--- src/rtl/ivu_pkg.sv ---
package ivu_pkg;

    typedef enum logic [1:0] {
        ST_QUIET = 2'd0,
        ST_GATED = 2'd1,
        ST_RAISE = 2'd2
    } ivu_state_e;

endpackage

--- src/rtl/ivu_pending.sv ---
module ivu_pending #(
    parameter int NUM_LINES = 13,
    parameter int LNUM_W    = 5
) (
    input  logic                 clk,
    input  logic                 rst_n,
    input  logic                 wr,
    input  logic [LNUM_W-1:0]    num,
    input  logic                 lvl,
    output logic [NUM_LINES-1:0] pend
);

    // one flop per line; a number outside 0..NUM_LINES-1 matches no bit
    for (genvar g = 0; g < NUM_LINES; g++) begin : g_bit
        logic hit;
        assign hit = wr && (num == LNUM_W'(g));
        always_ff @(posedge clk) begin
            if (!rst_n) begin
                pend[g] <= 1'b0;
            end else if (hit) begin
                pend[g] <= lvl;
            end
        end
    end

endmodule

--- src/rtl/ivu_prio.sv ---
module ivu_prio #(
    parameter int NUM_LINES = 13,
    parameter int IDX_W     = 4
) (
    input  logic [NUM_LINES-1:0] masked,
    output logic                 any,
    output logic [IDX_W-1:0]     idx
);

    // ascending scan: the last set bit seen is the highest-numbered one
    always_comb begin
        idx = '0;
        for (int i = 0; i < NUM_LINES; i++) begin
            if (masked[i]) begin
                idx = IDX_W'(i);
            end
        end
        any = |masked;
    end

endmodule

--- src/rtl/ivu_vector.sv ---
module ivu_vector #(
    parameter int ADDR_W   = 32,
    parameter int SPACE_W  = 3,
    parameter int IDX_W    = 4,
    parameter int CODE_OFS = 64
) (
    input  logic [ADDR_W-1:0]  base,
    input  logic [SPACE_W-1:0] sel,
    input  logic [IDX_W-1:0]   idx,
    output logic [ADDR_W-1:0]  addr
);

    localparam int SHIFT_W = SPACE_W + 2;

    logic [ADDR_W-1:0]  slot;
    logic [SHIFT_W-1:0] shamt;

    assign slot  = ADDR_W'(CODE_OFS) + ADDR_W'(idx);
    // spacing (1 << sel) * 4 is a left shift by sel + 2
    assign shamt = SHIFT_W'(sel) + SHIFT_W'(2);

    always_comb begin
        if (sel == '0) begin
            addr = base;
        end else begin
            addr = base + (slot << shamt);
        end
    end

endmodule

--- src/rtl/ivu_ctrl.sv ---
module ivu_ctrl
    import ivu_pkg::*;
#(
    parameter int ADDR_W = 32,
    parameter int IDX_W  = 4
) (
    input  logic              clk,
    input  logic              rst_n,
    input  logic              any,
    input  logic [IDX_W-1:0]  idx_in,
    input  logic [ADDR_W-1:0] addr_in,
    input  logic              glb_ie,
    input  logic              dbg_mode,
    output logic              req,
    output logic [IDX_W-1:0]  win_idx,
    output logic [ADDR_W-1:0] target_addr
);

    ivu_state_e state_q, state_d;
    logic       open_gate;

    assign open_gate = glb_ie && !dbg_mode;

    always_comb begin
        state_d = state_q;
        unique case (state_q)
            ST_QUIET: begin
                if (any) state_d = open_gate ? ST_RAISE : ST_GATED;
            end
            ST_GATED: begin
                if (!any)          state_d = ST_QUIET;
                else if (open_gate) state_d = ST_RAISE;
            end
            ST_RAISE: begin
                if (!any)           state_d = ST_QUIET;
                else if (!open_gate) state_d = ST_GATED;
            end
            default: state_d = ST_QUIET;
        endcase
    end

    always_ff @(posedge clk) begin
        if (!rst_n) state_q <= ST_QUIET;
        else        state_q <= state_d;
    end

    always_ff @(posedge clk) begin
        if (!rst_n) begin
            win_idx     <= '0;
            target_addr <= '0;
        end else begin
            win_idx     <= any ? idx_in  : '0;
            target_addr <= any ? addr_in : '0;
        end
    end

    assign req = (state_q == ST_RAISE);

endmodule

--- src/rtl/irq_vector_unit.sv ---
module irq_vector_unit #(
    parameter int NUM_LINES = 13,
    parameter int LNUM_W    = 5,
    parameter int ADDR_W    = 32,
    parameter int SPACE_W   = 3,
    parameter int CODE_OFS  = 64,
    localparam int IDX_W    = $clog2(NUM_LINES)
) (
    input  logic                 clk,
    input  logic                 rst_n,
    input  logic                 line_wr,
    input  logic [LNUM_W-1:0]    line_num,
    input  logic                 line_lvl,
    input  logic [NUM_LINES-1:0] en_mask,
    input  logic [ADDR_W-1:0]    base_addr,
    input  logic [SPACE_W-1:0]   spacing_sel,
    input  logic                 glb_ie,
    input  logic                 dbg_mode,
    output logic [NUM_LINES-1:0] pend_status,
    output logic                 int_req,
    output logic [IDX_W-1:0]     win_idx,
    output logic [ADDR_W-1:0]    target_addr
);

    logic [NUM_LINES-1:0] masked;
    logic                 any;
    logic [IDX_W-1:0]     idx_c;
    logic [ADDR_W-1:0]    addr_c;

    ivu_pending #(.NUM_LINES(NUM_LINES), .LNUM_W(LNUM_W)) u_pend (
        .clk  (clk),
        .rst_n(rst_n),
        .wr   (line_wr),
        .num  (line_num),
        .lvl  (line_lvl),
        .pend (pend_status)
    );

    assign masked = pend_status & en_mask;

    ivu_prio #(.NUM_LINES(NUM_LINES), .IDX_W(IDX_W)) u_prio (
        .masked(masked),
        .any   (any),
        .idx   (idx_c)
    );

    ivu_vector #(.ADDR_W(ADDR_W), .SPACE_W(SPACE_W), .IDX_W(IDX_W), .CODE_OFS(CODE_OFS)) u_vec (
        .base(base_addr),
        .sel (spacing_sel),
        .idx (idx_c),
        .addr(addr_c)
    );

    ivu_ctrl #(.ADDR_W(ADDR_W), .IDX_W(IDX_W)) u_ctrl (
        .clk        (clk),
        .rst_n      (rst_n),
        .any        (any),
        .idx_in     (idx_c),
        .addr_in    (addr_c),
        .glb_ie     (glb_ie),
        .dbg_mode   (dbg_mode),
        .req        (int_req),
        .win_idx    (win_idx),
        .target_addr(target_addr)
    );

endmodule

--- config.mk ---
export PLATFORM = sky130hd
export DESIGN_NAME = irq_vector_unit
export DESIGN_NICKNAME = d
export VERILOG_FILES = /design/src/rtl/ivu_pkg.sv /design/src/rtl/ivu_pending.sv /design/src/rtl/ivu_prio.sv /design/src/rtl/ivu_vector.sv /design/src/rtl/ivu_ctrl.sv /design/src/rtl/irq_vector_unit.sv
export SDC_FILE = /design/constraint.sdc
export NUM_CORES = 1
export LEC_CHECK = 0
export ABC_AREA = 0
export BUFFER_PORTS_ARGS = -buffer_cell sky130_fd_sc_hd__buf_2
export CAP_MARGIN = 15
export CORE_MARGIN = 4
export CORE_UTILIZATION = 45
export DETAILED_ROUTE_END_ITERATION = 12
export PLACE_DENSITY = 0.76
export SYNTH_ARGS = -nofsm -noshare
export SYNTH_HDL_FRONTEND = slang
export SYNTH_SLANG_ARGS = --single-unit
--- constraint.sdc ---
create_clock -name clk -period 5 [get_ports clk]
set_input_delay 0.75 -clock clk [delete_from_list [all_inputs] [get_ports clk]]
set_output_delay 0.75 -clock clk [all_outputs]
set_load 0.05 [all_outputs]
# --- Yosys cells after proc, flatten, opt, wreduce, memory -nomap -nowiden ---
# Cells that the tools add are included.
word_totals:
  regBits: 51
  latchBits: 0
  ram_bits: 0
  rom_bits: 0
  input_bits: 59
  output_inout_bits: 50
  word_cells: 79
  memories: 0
op_classes:
  add_sub_neg: 3
  multipliers: 0
  n_div: 0
  magnitude_cmp: 0
  n_eq_ne: 17
  shifts: 1
  muxes: 20
  bitwise_logic: 1
  reduce_logical: 21
op_table:
  columns: ["operator", "count"]
  rows:
  - ["$add A32 B32 Y32", 1]
  - ["$mux W32", 1]
  - ["$shl A32 B5 Y32", 1]
  - ["$eq A5 B4 Y1 const B", 5]
  - ["$eq A5 B3 Y1 const B", 4]
  - ["$mux W4", 5]
  - ["$mux W2", 8]
  - ["$logic_and A1 B1 Y1", 14]
  - ["$and A13 B13 Y13", 1]
  - ["$reduce_or A13 Y1", 1]
  - ["$mux W3", 4]
  - ["$eq A5 B2 Y1 const B", 2]
  - ["$add A7 B4 Y8 const A", 1]
  - ["$ne A3 B3 Y1 const B", 2]
  - ["$pmux W2 S3", 1]
  - ["$eq A5 B1 Y1 const B", 1]
  - ["$logic_not A5 Y1", 1]
  - ["$add A3 B2 Y4 const B", 1]
  - ["$logic_not A3 Y1", 1]
  - ["$reduce_and A3 Y1", 1]
  - ["$eq A2 B1 Y1 const B", 1]
  - ["$eq A2 B2 Y1 const B", 1]
  - ["$logic_not A2 Y1", 1]
  - ["$ne A2 B1 Y1 const B", 1]
  - ["3 further kinds", 3]

# --- Depth between registers and ports, before layout ---
logic_depth:
  depth_word: 17
  ltp_mapped: 17
  ltp_nobuf: 17

# --- Modules after synthesis ---
# Synthesis repeated with hierarchy kept, for this count alone.
hier_totals:
  cells_unflattened: 507
  hier_area_um2: 3972.6
by_module_without_submodules:
  columns: ["mod", "instances", "cells_each", "area_each_um2", "seq_area_each_um2"]
  rows:
  - ["ivu_vector", 1, 325, 2083.2, 0.0]
  - ["ivu_ctrl", 1, 86, 1102.3, 760.7]
  - ["ivu_pending", 1, 61, 584.3, 260.2]
  - ["ivu_prio", 1, 22, 121.4, 0.0]
  - ["irq_vector_unit", 1, 13, 81.3, 0.0]

# --- Worst setup path after synthesis ---
# No wires, ideal clock.
synth_timing:
  path_kind: "input to register"
  start: "in en_mask[4]"
  end: "reg u_ctrl.target_addr[26]"
  setup_time_ps: 117
  arrival_time_ps: 3782
  required_ps: 4883
  setup_slack_ps: 1101
  stages: 16
  path_buffers: 0
  path_cell_list: "a22o_1 > o21ai_1 > nand3_1 > a31o_2 > mux4_2 > mux2_2 > nor2_1 > ha_1 > o21a_1 > o211ai_1 > a221o_1 > o211ai_2 > a21boi_2 > nor4_1 > xnor2_1 > nor2_1"
synth_between:
  elab_chain_len: 14
  elab_cells_between_ends: 16
  cone_classes: "add/sub: 2; shift: 1; mux: 10; bitwise: 1; reduce/logical: 2"
synth_lines:
  columns: ["item", "line", "text"]
  rows:
  - ["start: declaration", "irq_vector_unit.sv:14", "input logic [NUM_LINES-1:0] en_mask,"]
  - ["$and A13 B13 Y13 *", "irq_vector_unit.sv:39", "assign masked = pend_status & en_mask;"]
  - ["$mux W3 (4 in series)", "ivu_prio.sv:14", "if (masked[i]) begin"]
  - ["$mux W4 (5 in series)", "ivu_prio.sv:14", null]
  - ["$add A7 B4 Y8", "ivu_vector.sv:18", "assign slot = ADDR_W'(CODE_OFS) + ADDR_W'(idx);"]
  - ["$shl A32 B5 Y32", "ivu_vector.sv:26", "addr = base + (slot << shamt);"]
  - ["$add A32 B32 Y32", "ivu_vector.sv:26", null]
  - ["$mux W32", "ivu_vector.sv:23", "if (sel == '0) begin"]
  - ["end signal: assignment", "ivu_ctrl.sv:53", "target_addr <= any ? addr_in : '0;"]
  - ["end: declaration", "ivu_ctrl.sv:16", "output logic [ADDR_W-1:0] target_addr"]
# Every way passes the cells marked *; elsewhere a longest branch is shown, timed or not.
# A chain may end at the register's enable or synchronous reset.

# --- Worst setup path in the final report ---
layout_timing:
  start: "in en_mask[5]"
  end: "reg u_ctrl.target_addr[24]"
layout_between:
  elab_chain_len: 13
  elab_cells_between_ends: 15
  cone_classes: "add/sub: 2; shift: 1; mux: 9; bitwise: 1; reduce/logical: 2"
layout_lines:
  columns: ["item", "line"]
  rows:
  - ["$and A13 B13 Y13 *", "irq_vector_unit.sv:39"]
  - ["$mux W3 (3 in series)", "ivu_prio.sv:14"]
  - ["$mux W4 (5 in series)", "ivu_prio.sv:14"]
  - ["$add A7 B4 Y8", "ivu_vector.sv:18"]
  - ["$shl A32 B5 Y32", "ivu_vector.sv:26"]
  - ["$add A32 B32 Y32", "ivu_vector.sv:26"]
  - ["$mux W32", "ivu_vector.sv:23"]
# Marked as above.

==> reports/metrics.yaml <==
drc: 0
rrSetupSlack_ns: 1.03
holdPathEnd: "u_ctrl.state_q[0]"
path_max_fanout: 7
ys_types: 58
synth_flop_cell: "dfxtp_1"
ys_warn_count: 0
grt_start_max_net_pins: 41
max_cap_viol_count: 0
final_area_um2: 4200
ys_ff_latch: 51
area_growth_syn_to_layout_pct: 19.5
grt_pass1_vias: 3455
numCtsBuffers: 5
setup_viol: 0
start_util: 0.475
drt-pass1-iter-count: 4
r2r_start: "u_pend.pend[5]"
finClkSkew_ns: 0.0145
die_h_um: 96.4
gp_congestion: 0.916
whs_path_depth: 1
synthCells: 456
synth.yosys.seq_area_share: 0.290
track_usage: 0.215
tightest_slew_ns: 0.835
synth_area_leaders: "dfxtp_1 (29%), ha_1 (8.2%), nand2_1 (7.7%)"
synth_async_sr_flop_share: 0
period_needed_ns: 4.16
synthesis.area_um2: 3520
p_int_uw: 596
final_cells: 653
die_area_um2: 9290
fp.dieW_um: 96.4
post_drt_wl_per_cell_um: 14.6
p_sw_uw: 279
status: "complete, no violations"
path_clk_slew_ns: 0.09
cts_tree: "yes"
cp-start-kind: "input port"
hold_class: "flip-flop to flip-flop"
cts.sinks: 51
antenna_left: 0
h-tree-depth: 2
core_um2: 7410
portBuffers: 108
rows: 31
syn_area_per_cell_um2: 7.71
cts_hold_buf: 0
p_leak_uw: 0.00192
placed_cells: 645
final-max-slew-violation-count: 0
routed_wl_mm: 9.52
pwr-share-seq: 0.472
timing.rr.end: "u_ctrl.target_addr[24]"
syn-num-nets: 539
post_cts_resized: 0
cp.required_ns: 5.19
cts_buffer_depth: 2
yosysTopAreaCellShare: 0.290
grt_overflow: 0
vdd_drop_max_mv: 0.122
placed_area_um2: 4120
finalSetupTns_ns: 0
fillCellCount: 723
dp.final_hpwl_mm: 7.44
antenna_found_initial: 0
switching_share: 0.319
diodes: 0
synth_largest_area_cell: "dfxtp_1"
path_class: "input port to flip-flop"
crit_path_end_kind: "flip-flop"
hold_ws_ns: 0.479
clock_latency_ns: 0.32
finish.utilization: 0.567
power_density_nw_per_um2: 208
vias_per_cell: 5.56
synth_edf_count: 0
finalHoldViolations: 0
grt_pass1_wl_mm: 15.8
fin_nets: 636
vias: 3630
timing.fmax_mhz: 241
io_pins: 109
rsz0062_at_grt: "false"
post_cts_buffers: 0
reg2reg_depth: 17
period_share: 0.831
max_slew_margin: 0.442
clkPwrFrac: 0.270
hold_start: "u_ctrl.state_q[1]"
cts_root_buf: "clkbuf_8"
drt-initial-drc-count: 139
arrival_ns: 4.35
drive_above_1_share: 0.235
combPwrFrac: 0.259
[critical path, stage by stage]
cell      delay, ns
buf_2          0.10
and2_1         0.15
a21oi_1        0.16
nand2_1        0.10
a41oi_1        0.50
a21oi_1        0.13
o21ai_0        0.10
o21a_1         0.27
a211oi_1       0.14
ha_1           0.44
o21a_1         0.14
o211ai_1       0.09
a221o_1        0.37
o211ai_2       0.23
a21boi_2       0.13
nor4_1         0.32
xnor2_1        0.16
nor2_1         0.05
[power by group through the flow]
stage | combinational [uW] | clock (uW) | sequential, uW
2_1_floorplan | 140 | 0 | 441
3_3_place_gp | 221 | 0 | 423
3_5_place_dp | 224 | 0 | 423
4_1_cts | 225 | 243 | 413
5_1_grt | 252 | 258 | 414
6_report | 227 | 236 | 413
[state kept, by name, indices dropped and copies added (netlist names)]
signal,count
u_pend.pend,13
u_ctrl.target_addr,32
u_ctrl.state_q,2
u_ctrl.win_idx,4
[layout by cell type, fill, tap and decap left out, types with 9 or more instances in the layout]
| cell | n |
|---|---|
| buf_2 | 108 |
| nand2_1 | 72 |
| dfxtp_1 | 51 |
| nor2_1 | 39 |
| a21oi_1 | 32 |
| xnor2_1 | 23 |
| ha_1 | 23 |
| nand3_1 | 18 |
| nor3_1 | 13 |
| a211oi_1 | 13 |
| nor2b_1 | 11 |
| inv_1 | 11 |
| o21ai_0 | 10 |
| nand4_1 | 9 |
| a21boi_0 | 9 |
[per-layer routing]
metal | part of all wire | vias to the layer above | track usage
li1 | - | 1832 | -
met1 | 0.46 | 1663 | 0.275
met2 | 0.46 | 123 | 0.359
met3 | 0.073 | 12 | 0.0480
met4 | 0.015 | 0 | 0.0643
met5 | 0 | - | 0
[layout make-up]
cell class / instances / area (um^2) / share of cell area
clock buffers: 7 / 76.3 / 0.0182
well taps: 99 / 124 / 0.0295
repair buffers: 110 / 556 / 0.132
flip-flops and latches: 51 / 1020 / 0.243
clock inverters: 1 / 5.00 / 0.00119
multi-input cells: 374 / 2380 / 0.566
inverters: 11 / 41.3 / 0.00983
[synth_stat cells, drive strengths merged, types with 8 or more instances]
cell type,n
inv,11
clkbuf,16
and2,8
nor2,39
a211oi,13
nand2,72
o21ai,15
ha,23
nor3,14
a21boi,10
dfxtp,51
a21o,8
nor2b,11
nand4,9
nand3,18
xnor2,23
a21oi,32
[per-stage QoR]
step	total power, uW	worst slack, ns
after floorplan	580	1.10
after global placement	643	0.588
after detailed placement	647	0.578
after CTS	881	0.886
after global routing	924	0.404
final	875	0.845
[cell families after synthesis]
| logic type | synth area share |
|---|---|
| XOR/XNOR | 0.0697 |
| buffers and inverters | 0.0345 |
| multiplexers | 0.0238 |
| flip-flops | 0.290 |
| AND/OR/NAND/NOR | 0.248 |
| adder cells (fa/ha/maj) | 0.0875 |
| AO/OA/AOI/OAI | 0.246 |
[worst max-delay path by stage]
| stage | startpoint | to | slack (ns) | cells after the start |
|---|---|---|---|---|
| final | en_mask[5] | u_ctrl.target_addr[24] | 0.84 | 18 |
| after global routing | en_mask[5] | u_ctrl.target_addr[31] | 0.40 | 18 |
| after CTS | en_mask[4] | u_ctrl.target_addr[31] | 0.89 | 17 |
| after detailed placement | en_mask[5] | u_ctrl.target_addr[26] | 0.58 | 18 |
| after global placement | en_mask[4] | u_ctrl.target_addr[26] | 0.59 | 17 |
| after floorplan | en_mask[4] | u_ctrl.target_addr[26] | 1.10 | 16 |
No activity file was read; power rests on OpenSTA's default activity.
